File: src/rtl/acr_pkg.sv
package acr_pkg;
    typedef enum logic [2:0] {
        ST_IDLE,
        ST_EVAL,
        ST_SOF,
        ST_BODY,
        ST_DONE
    } acr_state_e;
endpackage

File: src/rtl/acr_stream_order.sv
// Reorders the stored UID into transmission order: stream[W-1] is position 1.
module acr_stream_order #(
    parameter int UID_W = 32
) (
    input  logic [UID_W-1:0] uid,
    output logic [UID_W-1:0] stream
);
    localparam int BYTES = UID_W / 8;

    initial begin
        if (UID_W % 8 != 0) $error("UID_W must be a multiple of 8");
    end

    for (genvar b = 0; b < BYTES; b++) begin : g_byte
        for (genvar i = 0; i < 8; i++) begin : g_bit
            assign stream[UID_W-1-(8*b)-i] = uid[8*b + 7 - i];
        end
    end
endmodule

File: src/rtl/acr_prefix_match.sv
// Compares the leading k positions of the UID stream with the received prefix.
module acr_prefix_match #(
    parameter int UID_W = 32,
    parameter int K_W   = $clog2(UID_W)
) (
    input  logic [UID_W-1:0] stream,
    input  logic [UID_W-1:0] prefix,
    input  logic [K_W-1:0]   k,
    output logic             hit
);
    logic [UID_W-1:0] mask;

    always_comb begin
        mask = ~({UID_W{1'b1}} >> k);
        hit  = (((stream ^ prefix) & mask) == '0);
    end
endmodule

File: src/rtl/acr_bit_timer.sv
// Bit-period divider: tick every DIV cycles while run is high.
module acr_bit_timer #(
    parameter int DIV = 4
) (
    input  logic clk,
    input  logic rst_n,
    input  logic clear,
    input  logic run,
    output logic tick
);
    localparam int CW = (DIV > 1) ? $clog2(DIV) : 1;
    localparam logic [CW-1:0] LAST = CW'(DIV - 1);

    logic [CW-1:0] cnt;

    assign tick = run && (cnt == LAST);

    always_ff @(posedge clk or negedge rst_n) begin
        if (!rst_n) begin
            cnt <= '0;
        end else if (clear) begin
            cnt <= '0;
        end else if (run) begin
            cnt <= tick ? '0 : cnt + 1'b1;
        end
    end
endmodule

File: src/rtl/acr_responder.sv
module acr_responder
    import acr_pkg::*;
#(
    parameter int                 UID_W   = 32,
    parameter int                 BIT_DIV = 4,
    parameter int                 SOF_LEN = 3,
    parameter logic [SOF_LEN-1:0] SOF_PAT = 3'b110
) (
    input  logic                     clk,
    input  logic                     rst_n,
    input  logic                     req_valid,
    input  logic [$clog2(UID_W)-1:0] req_k,
    input  logic [UID_W-1:0]         req_prefix,
    input  logic                     req_crc_ok,
    input  logic [UID_W-1:0]         uid,
    output logic                     tx_bit,
    output logic                     tx_valid,
    output logic                     tx_done
);
    localparam int K_W   = $clog2(UID_W);
    localparam int BL_W  = K_W + 1;
    localparam int SL_W  = $clog2(SOF_LEN + 1);
    localparam int CNT_W = $clog2(UID_W + SOF_LEN + 1);

    acr_state_e state, nxt;

    logic [K_W-1:0]   k_q;
    logic [UID_W-1:0] prefix_q;
    logic             crc_q;
    logic [UID_W-1:0] uid_q;
    logic [UID_W-1:0] stream;
    logic [UID_W-1:0] body_sh;
    logic [SOF_LEN-1:0] sof_sh;
    logic [BL_W-1:0]  body_left;
    logic [SL_W-1:0]  sof_left;
    logic             hit;
    logic             tick;
    logic             run;

    acr_stream_order #(.UID_W(UID_W)) u_order (
        .uid    (uid_q),
        .stream (stream)
    );

    acr_prefix_match #(.UID_W(UID_W), .K_W(K_W)) u_match (
        .stream (stream),
        .prefix (prefix_q),
        .k      (k_q),
        .hit    (hit)
    );

    assign run = (state == ST_SOF) || (state == ST_BODY);

    acr_bit_timer #(.DIV(BIT_DIV)) u_timer (
        .clk   (clk),
        .rst_n (rst_n),
        .clear (state == ST_EVAL),
        .run   (run),
        .tick  (tick)
    );

    // State register
    always_ff @(posedge clk or negedge rst_n) begin
        if (!rst_n) state <= ST_IDLE;
        else        state <= nxt;
    end

    // Transitions
    always_comb begin
        nxt = state;
        unique case (state)
            ST_IDLE: if (req_valid) nxt = ST_EVAL;
            ST_EVAL: nxt = (hit && crc_q) ? ST_SOF : ST_IDLE;
            ST_SOF:  if (tick && sof_left == SL_W'(1)) nxt = ST_BODY;
            ST_BODY: if (tick && body_left == BL_W'(1)) nxt = ST_DONE;
            ST_DONE: nxt = ST_IDLE;
            default: nxt = ST_IDLE;
        endcase
    end

    // Datapath and outputs
    always_ff @(posedge clk or negedge rst_n) begin
        if (!rst_n) begin
            k_q       <= '0;
            prefix_q  <= '0;
            crc_q     <= 1'b0;
            uid_q     <= '0;
            body_sh   <= '0;
            sof_sh    <= '0;
            body_left <= '0;
            sof_left  <= '0;
            tx_bit    <= 1'b0;
            tx_valid  <= 1'b0;
            tx_done   <= 1'b0;
        end else begin
            tx_valid <= 1'b0;
            tx_done  <= 1'b0;
            unique case (state)
                ST_IDLE: begin
                    if (req_valid) begin
                        k_q      <= req_k;
                        prefix_q <= req_prefix;
                        crc_q    <= req_crc_ok;
                        uid_q    <= uid;
                    end
                end
                ST_EVAL: begin
                    body_sh   <= stream << k_q;
                    body_left <= BL_W'(UID_W) - {1'b0, k_q};
                    sof_sh    <= SOF_PAT;
                    sof_left  <= SL_W'(SOF_LEN);
                end
                ST_SOF: begin
                    if (tick) begin
                        tx_bit   <= sof_sh[SOF_LEN-1];
                        tx_valid <= 1'b1;
                        sof_sh   <= sof_sh << 1;
                        sof_left <= sof_left - 1'b1;
                    end
                end
                ST_BODY: begin
                    if (tick) begin
                        tx_bit    <= body_sh[UID_W-1];
                        tx_valid  <= 1'b1;
                        body_sh   <= body_sh << 1;
                        body_left <= body_left - 1'b1;
                    end
                end
                ST_DONE: tx_done <= 1'b1;
                default: ;
            endcase
        end
    end

    // ---------------- assertions ----------------
    logic [CNT_W-1:0] emit_cnt;

    always_ff @(posedge clk or negedge rst_n) begin
        if (!rst_n)                emit_cnt <= '0;
        else if (state == ST_EVAL) emit_cnt <= '0;
        else if (tx_valid)         emit_cnt <= emit_cnt + 1'b1;
    end

    assert_reject_to_idle_R6: assert property (@(posedge clk) disable iff (!rst_n)
        (state == ST_EVAL && !(hit && crc_q)) |=> (state == ST_IDLE));

    assert_idle_silent_R7: assert property (@(posedge clk) disable iff (!rst_n)
        (state == ST_IDLE) |-> !tx_valid);

    assert_done_after_last_R9: assert property (@(posedge clk) disable iff (!rst_n)
        tx_done |-> $past(tx_valid));

    assert_frame_length_R4: assert property (@(posedge clk) disable iff (!rst_n)
        tx_done |-> (int'(emit_cnt) == SOF_LEN + UID_W - int'(k_q)));

    assert_busy_ignores_R10: assert property (@(posedge clk) disable iff (!rst_n)
        (state != ST_IDLE) |=> $stable(k_q) && $stable(uid_q));

    if (BIT_DIV > 1) begin : g_strobe_chk
        assert_strobe_single_R8: assert property (@(posedge clk) disable iff (!rst_n)
            tx_valid |=> !tx_valid);
    end
endmodule

File: config.mk
export PLATFORM = sky130hd
export DESIGN_NAME = acr_responder
export DESIGN_NICKNAME = d
export VERILOG_FILES = /design/src/rtl/acr_pkg.sv /design/src/rtl/acr_stream_order.sv /design/src/rtl/acr_prefix_match.sv /design/src/rtl/acr_bit_timer.sv /design/src/rtl/acr_responder.sv
export SDC_FILE = /design/constraint.sdc
export NUM_CORES = 1
export LEC_CHECK = 0
export ABC_AREA = 1
export BUFFER_PORTS_ARGS = -buffer_cell sky130_fd_sc_hd__buf_2
export CORE_AREA = 3 3 125 127
export CTS_CLUSTER_DIAMETER = 100
export DETAILED_ROUTE_END_ITERATION = 8
export DIE_AREA = 0 0 128 130
export GPL_TIMING_DRIVEN = 1
export HOLD_SLACK_MARGIN = 0.05
export PLACE_DENSITY = 0.66
export SLEW_MARGIN = 20
export SYNTH_ARGS = -nofsm -noshare
export SYNTH_HDL_FRONTEND = slang
export SYNTH_SLANG_ARGS = --single-unit
File: constraint.sdc
create_clock -name clk -period 2.9 [get_ports clk]
set_clock_uncertainty 0.15 [all_clocks]
set_input_delay 0.29 -clock clk [delete_from_list [all_inputs] [get_ports clk]]
set_output_delay 0.29 -clock clk [all_outputs]
set_load 0.01 [all_outputs]
# Yosys cells after proc, flatten, opt, wreduce, memory -nomap -nowiden
# Cells that the tools add are included.
[totals]
in_bits = 73
output_inout_bits = 3
ff_bits = 121
wordCells = 73
[classes]
eq_ne = 12
n_shift = 2
mux = 22
reduce_logical = 17
bitwise = 3
n_addsub = 4
[ops]
columns = ["op", "n"]
rows = [
  ["32-bit case mux with 2 select lines", 1],
  ["32-bit AND", 1],
  ["32-bit zero test", 1],
  ["32-bit 2-to-1 mux", 1],
  ["32-bit NOT", 1],
  ["32-bit by 5-bit << shifter with 32-bit output", 1],
  ["32-bit by 5-bit >> shifter with 32-bit output (first input constant)", 1],
  ["32-bit bitwise XOR", 1],
  ["3-bit 2-to-1 mux", 4],
  ["3-bit case mux with 4 select lines", 1],
  ["6-bit case mux with 2 select lines", 1],
  ["2-bit 2-to-1 mux", 5],
  ["2-bit nonzero test", 4],
  ["3-bit by 2-bit equality test with 1-bit output (second input constant)", 2],
  ["6-bit by 1-bit equality test with 1-bit output (second input constant)", 1],
  ["6-bit 2-to-1 mux", 1],
  ["2-bit != test (second input constant)", 3],
  ["3-bit case mux with 2 select lines", 1],
  ["2-bit AND reduction", 3],
  ["3-bit AND reduction", 2],
  ["6-bit by 1-bit subtractor with 6-bit output (second input constant)", 1],
  ["6-bit by 5-bit subtractor with 6-bit output (first input constant)", 1],
  ["1-bit 2-to-1 mux", 5],
  ["1-bit logical AND", 4],
  ["other kinds (12)", 13],
]

# Depth between registers and ports, before layout
[logic_depth]
word_depth = 7
depth_mapped = 16
mapped_depth_nobuf = 15

# Hierarchy
# A second synthesis with hierarchy kept.
[hier_totals]
hier_cells = 1002
hier_area_um2 = 7677.4
[modules_own_cells]
columns = ["mod", "area_per_inst_um2", "instances", "cells_each", "seq_area_each_um2"]
rows = [
  ["acr_responder", 6458.7, 1, 774, 2952.8],
  ["acr_prefix_match", 864.6, 1, 181, 0.0],
  ["acr_stream_order", 240.2, 1, 32, 0.0],
  ["acr_bit_timer", 113.9, 1, 15, 50.0],
]

# Worst setup path after synthesis
# No wires, ideal clock.
[synth_timing]
kind = "register to register"
startpoint = "register k_q[1]"
endpoint = "register state[1]"
setup_time_ns = 0.065
path_stages_with_launch = 17
t_arrival_ns = 1.836
path_slack_ns = 0.849
path_buffers = 1
synth_period_minus_slack_ns = 2.051
required_time_ns = 2.685
path_cell_list = "dfrtp_1 inv_1 clkbuf_1 ha_1 inv_1 ha_1 inv_1 nand2_1 nand2_1 nand2_1 nor2_1 nand2_1 nor2_1 nand3_1 nand2_1 nand2_1 nand2_1"
[synth_between]
elab_chain_len = 7
[synth_rtl]
columns = ["element", "line_no", "rtl"]
rows = [
  ["start, declared", "acr_responder.sv:27", "logic [K_W-1:0] k_q;"],
  ["start signal, assigned", "acr_responder.sv:101", "k_q <= req_k;"],
  ["32-bit by 5-bit >> shifter with 32-bit output", "acr_prefix_match.sv:14", "mask = ~({UID_W{1'b1}} >> k);"],
  ["32-bit NOT", "acr_prefix_match.sv:14", ""],
  ["32-bit AND", "acr_prefix_match.sv:15", "hit = (((stream ^ prefix) & mask) == '0);"],
  ["32-bit zero test", "acr_prefix_match.sv:15", ""],
  ["1-bit logical AND", "acr_responder.sv:73", "ST_EVAL: nxt = (hit && crc_q) ? ST_SOF : ST_IDLE;"],
  ["2-bit 2-to-1 mux", "acr_responder.sv:73", ""],
  ["3-bit case mux with 4 select lines", "acr_responder.sv:71", "unique case (state)"],
  ["end signal, assigned", "acr_responder.sv:65", "else state <= nxt;"],
  ["end, declared", "acr_responder.sv:25", "acr_state_e state, nxt;"],
]
# Every way passes these cells.
# A chain may end at the register's enable or synchronous reset.

# Final worst setup path
[layout_timing]
startpoint = "register k_q[2]"
endpoint = "register state[1]"
# The elaborated chain is that of the path after synthesis.

==> results.py <==
metrics = {
    "yosys": {
        "synth_area_um2": 7290,
        "yosysWarningCount": 0,
        "synthArstFlopShare": 1.00,
        "syn_inst": 1033,
        "ys.flop_type": "dfrtp_1",
        "syn_area_per_cell_um2": 7.06,
        "synth_seq_cells": 119,
        "yosysUniqueCellTypes": 34,
        "synth-edff-count": 0,
        "synth_fp_nets": 1115,
        "ys_seq_area_frac": 0.408,
    },
    "clock_network": {
        "cts_tree": "yes",
        "cts_sinks": 119,
        "cts_resized": 0,
        "cts_made_buffers": 17,
        "clk_pin_slew_worst_paths_ps": 60,
        "post_cts_buffers": 0,
        "ctsHoldBuffers": 70,
        "clock_latency_ps": 420,
        "clock_path_buffers": 2,
        "cts_root_buf": "clkbuf_16",
        "cts_htree_levels": 4,
    },
    "die": {
        "core-area_um2": 14500,
        "rows": 44,
        "start_util": 0.502,
        "dieHeight_um": 130,
        "num_io_pins": 76,
        "die_w_um": 128,
        "die-area_um2": 16600,
    },
    "placed_design": {
        "dp_hpwl_um": 14800,
        "place_area_um2": 7860,
        "dp_cells": 1258,
        "gp_congestion": 0.924,
        "port_buffers": 74,
    },
    "setup_path": {
        "worstPathRequired_ps": 3110,
        "end_kind": "register",
        "path_max_fanout": 18,
        "crit_type": "register to register",
        "cp_data_arrival_time_ps": 2540,
        "critPathLaunchType": "register",
    },
    "routing": {
        "via_count": 7215,
        "routed_wl_um": 21300,
        "drcViolationCount": 0,
        "wirelength_met1_um": 9600,
        "firstDrtPassIters": 5,
        "avgRoutedWirePerCell_um": 15.7,
        "wl_met3_um": 1020,
        "ant_nets": 0,
        "top_layer": "met4",
        "dr_wl_met2_um": 9990,
        "dr.first_iter.drc_count": 610,
        "avgViaCountPerCell": 5.31,
    },
    "pwr": {
        "cellLeakagePower_nw": 4.61,
        "ir_worst_vdd_mv": 0.641,
        "powerDensity_nw_per_um2": 1220,
    },
    "final_layout": {
        "final_common_cell": "nand2_1",
        "final_layout_size_suffix_gt1_frac": 0.144,
        "fillCellCount": 1307,
        "layout.nets": 1245,
        "finalNonFillerCells": 1360,
        "fin_area_um2": 9170,
        "antenna_cells": 0,
        "multiInputGateArea_um2": 3790,
        "seq_area_um2": 2980,
        "syn2layout_area_growth_pct": 25.7,
        "fin_util": 0.631,
        "final_cell_mix": "nand2_1 (311), nor2_1 (126), dfrtp_1 (119)",
    },
    "timing": {
        "min_period_ps": 2320,
        "drv_slew": 0,
        "finalCritPeriodShare": 0.801,
        "hold_viol": 0,
        "clock.fmax_ghz": 0.431,
        "worstMarginPinSlew_ps": 739,
        "holdWs_ps": 197,
        "fin_tns_setup_ps": 0,
        "rsz0062_at_grt": "no",
        "report.final.setup_viol": 0,
        "relSlewSlack": 0.505,
    },
    "grt": {
        "track_usage": 0.269,
        "grt_pass1_wl_um": 35200,
        "antenna_found_initial": 0,
        "grt_pass1_vias": 6985,
        "overflow": 0,
        "grt_max_degree": 62,
    },
    "run_status": {
        "status": "finished, final reports clean",
    },
    "run": {
        "drv_cap": 0,
    },
    "min_path": {
        "hold_class": "primary input to register",
    },
}
## worst paths after layout
kind                       slack (ps)           end        start  cells past startpoint
setup / recovery                  580      state[1]       k_q[2]                     12
setup reg to reg                  580      state[1]       k_q[2]                     12
hold reg to reg                   330   body_sh[29]  body_sh[29]                      2
max in group asynchronous        1510  prefix_q[17]        rst_n                      3
min in group asynchronous         270   sof_left[1]        rst_n                      2
hold / removal                    200      state[0]    req_valid                      4
## logic make-up after synthesis
kind of cell               count (synthesis)  share of synthesized area
AOI/OAI and AO/OA                        170                      0.128
and+or+nand+nor                          562                      0.315
buffers and inverters                    132                     0.0755
xor gates and xnor gates                  15                     0.0180
adders and majority gates                  9                     0.0154
DFF                                      119                      0.408
muxes                                     26                     0.0401
## layout make-up
type / instances / area share
Clock buffer: 21 / 0.0502
Tap cell: 184 / 0.0251
Multi-Input combinational cell: 782 / 0.413
Inverter: 77 / 0.0315
Timing Repair Buffer: 166 / 0.139
Sequential cell: 119 / 0.325
Clock inverter: 11 / 0.0162
## metal layers
metal | GRT usage | vias to the layer above
li1 | - | 3616
met1 | 0.364 | 3309
met2 | 0.433 | 240
met3 | 0.0426 | 50
met4 | 0.112 | 0
met5 | 0 | -
## cells in the mapped netlist, drive strengths merged (2+ instances only)
library cell	instances	share of area
nand2	311	0.16
nor2	130	0.070
dfrtp	119	0.41
nand3	109	0.075
a21oi	81	0.056
inv	77	0.040
o21ai	62	0.043
buf	40	0.028
mux2	26	0.040
clkbuf	15	0.0077
o211ai	13	0.014
xor2	13	0.016
ha	9	0.015
a22oi	5	0.0051
a31oi	4	0.0034
nand4	4	0.0034
or2	4	0.0034
nor3	2	0.0014
o311ai	2	0.0024
xnor2	2	0.0024
## power by group
part           leakage (nW)  total, mW  switching (mW)  internal [mW]
combinational          2.94       5.99            3.90           2.09
clock                 0.289       2.17           0.773           1.40
sequential             1.39       3.04           0.605           2.44
## sequential cells by signal (all words and copies together), names as in the netlist, 2 cells and up
register     count
body_sh         32
uid_q           32
prefix_q        31
body_left        6
k_q              5
state            3
sof_left         2
sof_sh           2
u_timer.cnt      2
## stage by stage
stage / worst slack, ps / total power, mW
after floorplan: 849 / 7.26
after global placement: 647 / 8.77
after detailed placement: 608 / 8.85
after CTS: 592 / 11.1
after global routing: 402 / 12.2
final: 577 / 11.2
## worst max-delay path, cell delays in order (launching register included)
cell	delay, ps
dfrtp_1	630
buf_4	280
nor2_4	240
nand2_1	210
nand3_1	140
nand2_1	60
nor2_1	80
nand2_1	60
nor2_1	80
nand3_1	140
nand2_1	90
nand2_1	50
nand2_1	60
Power figures use the tool's default switching activity.
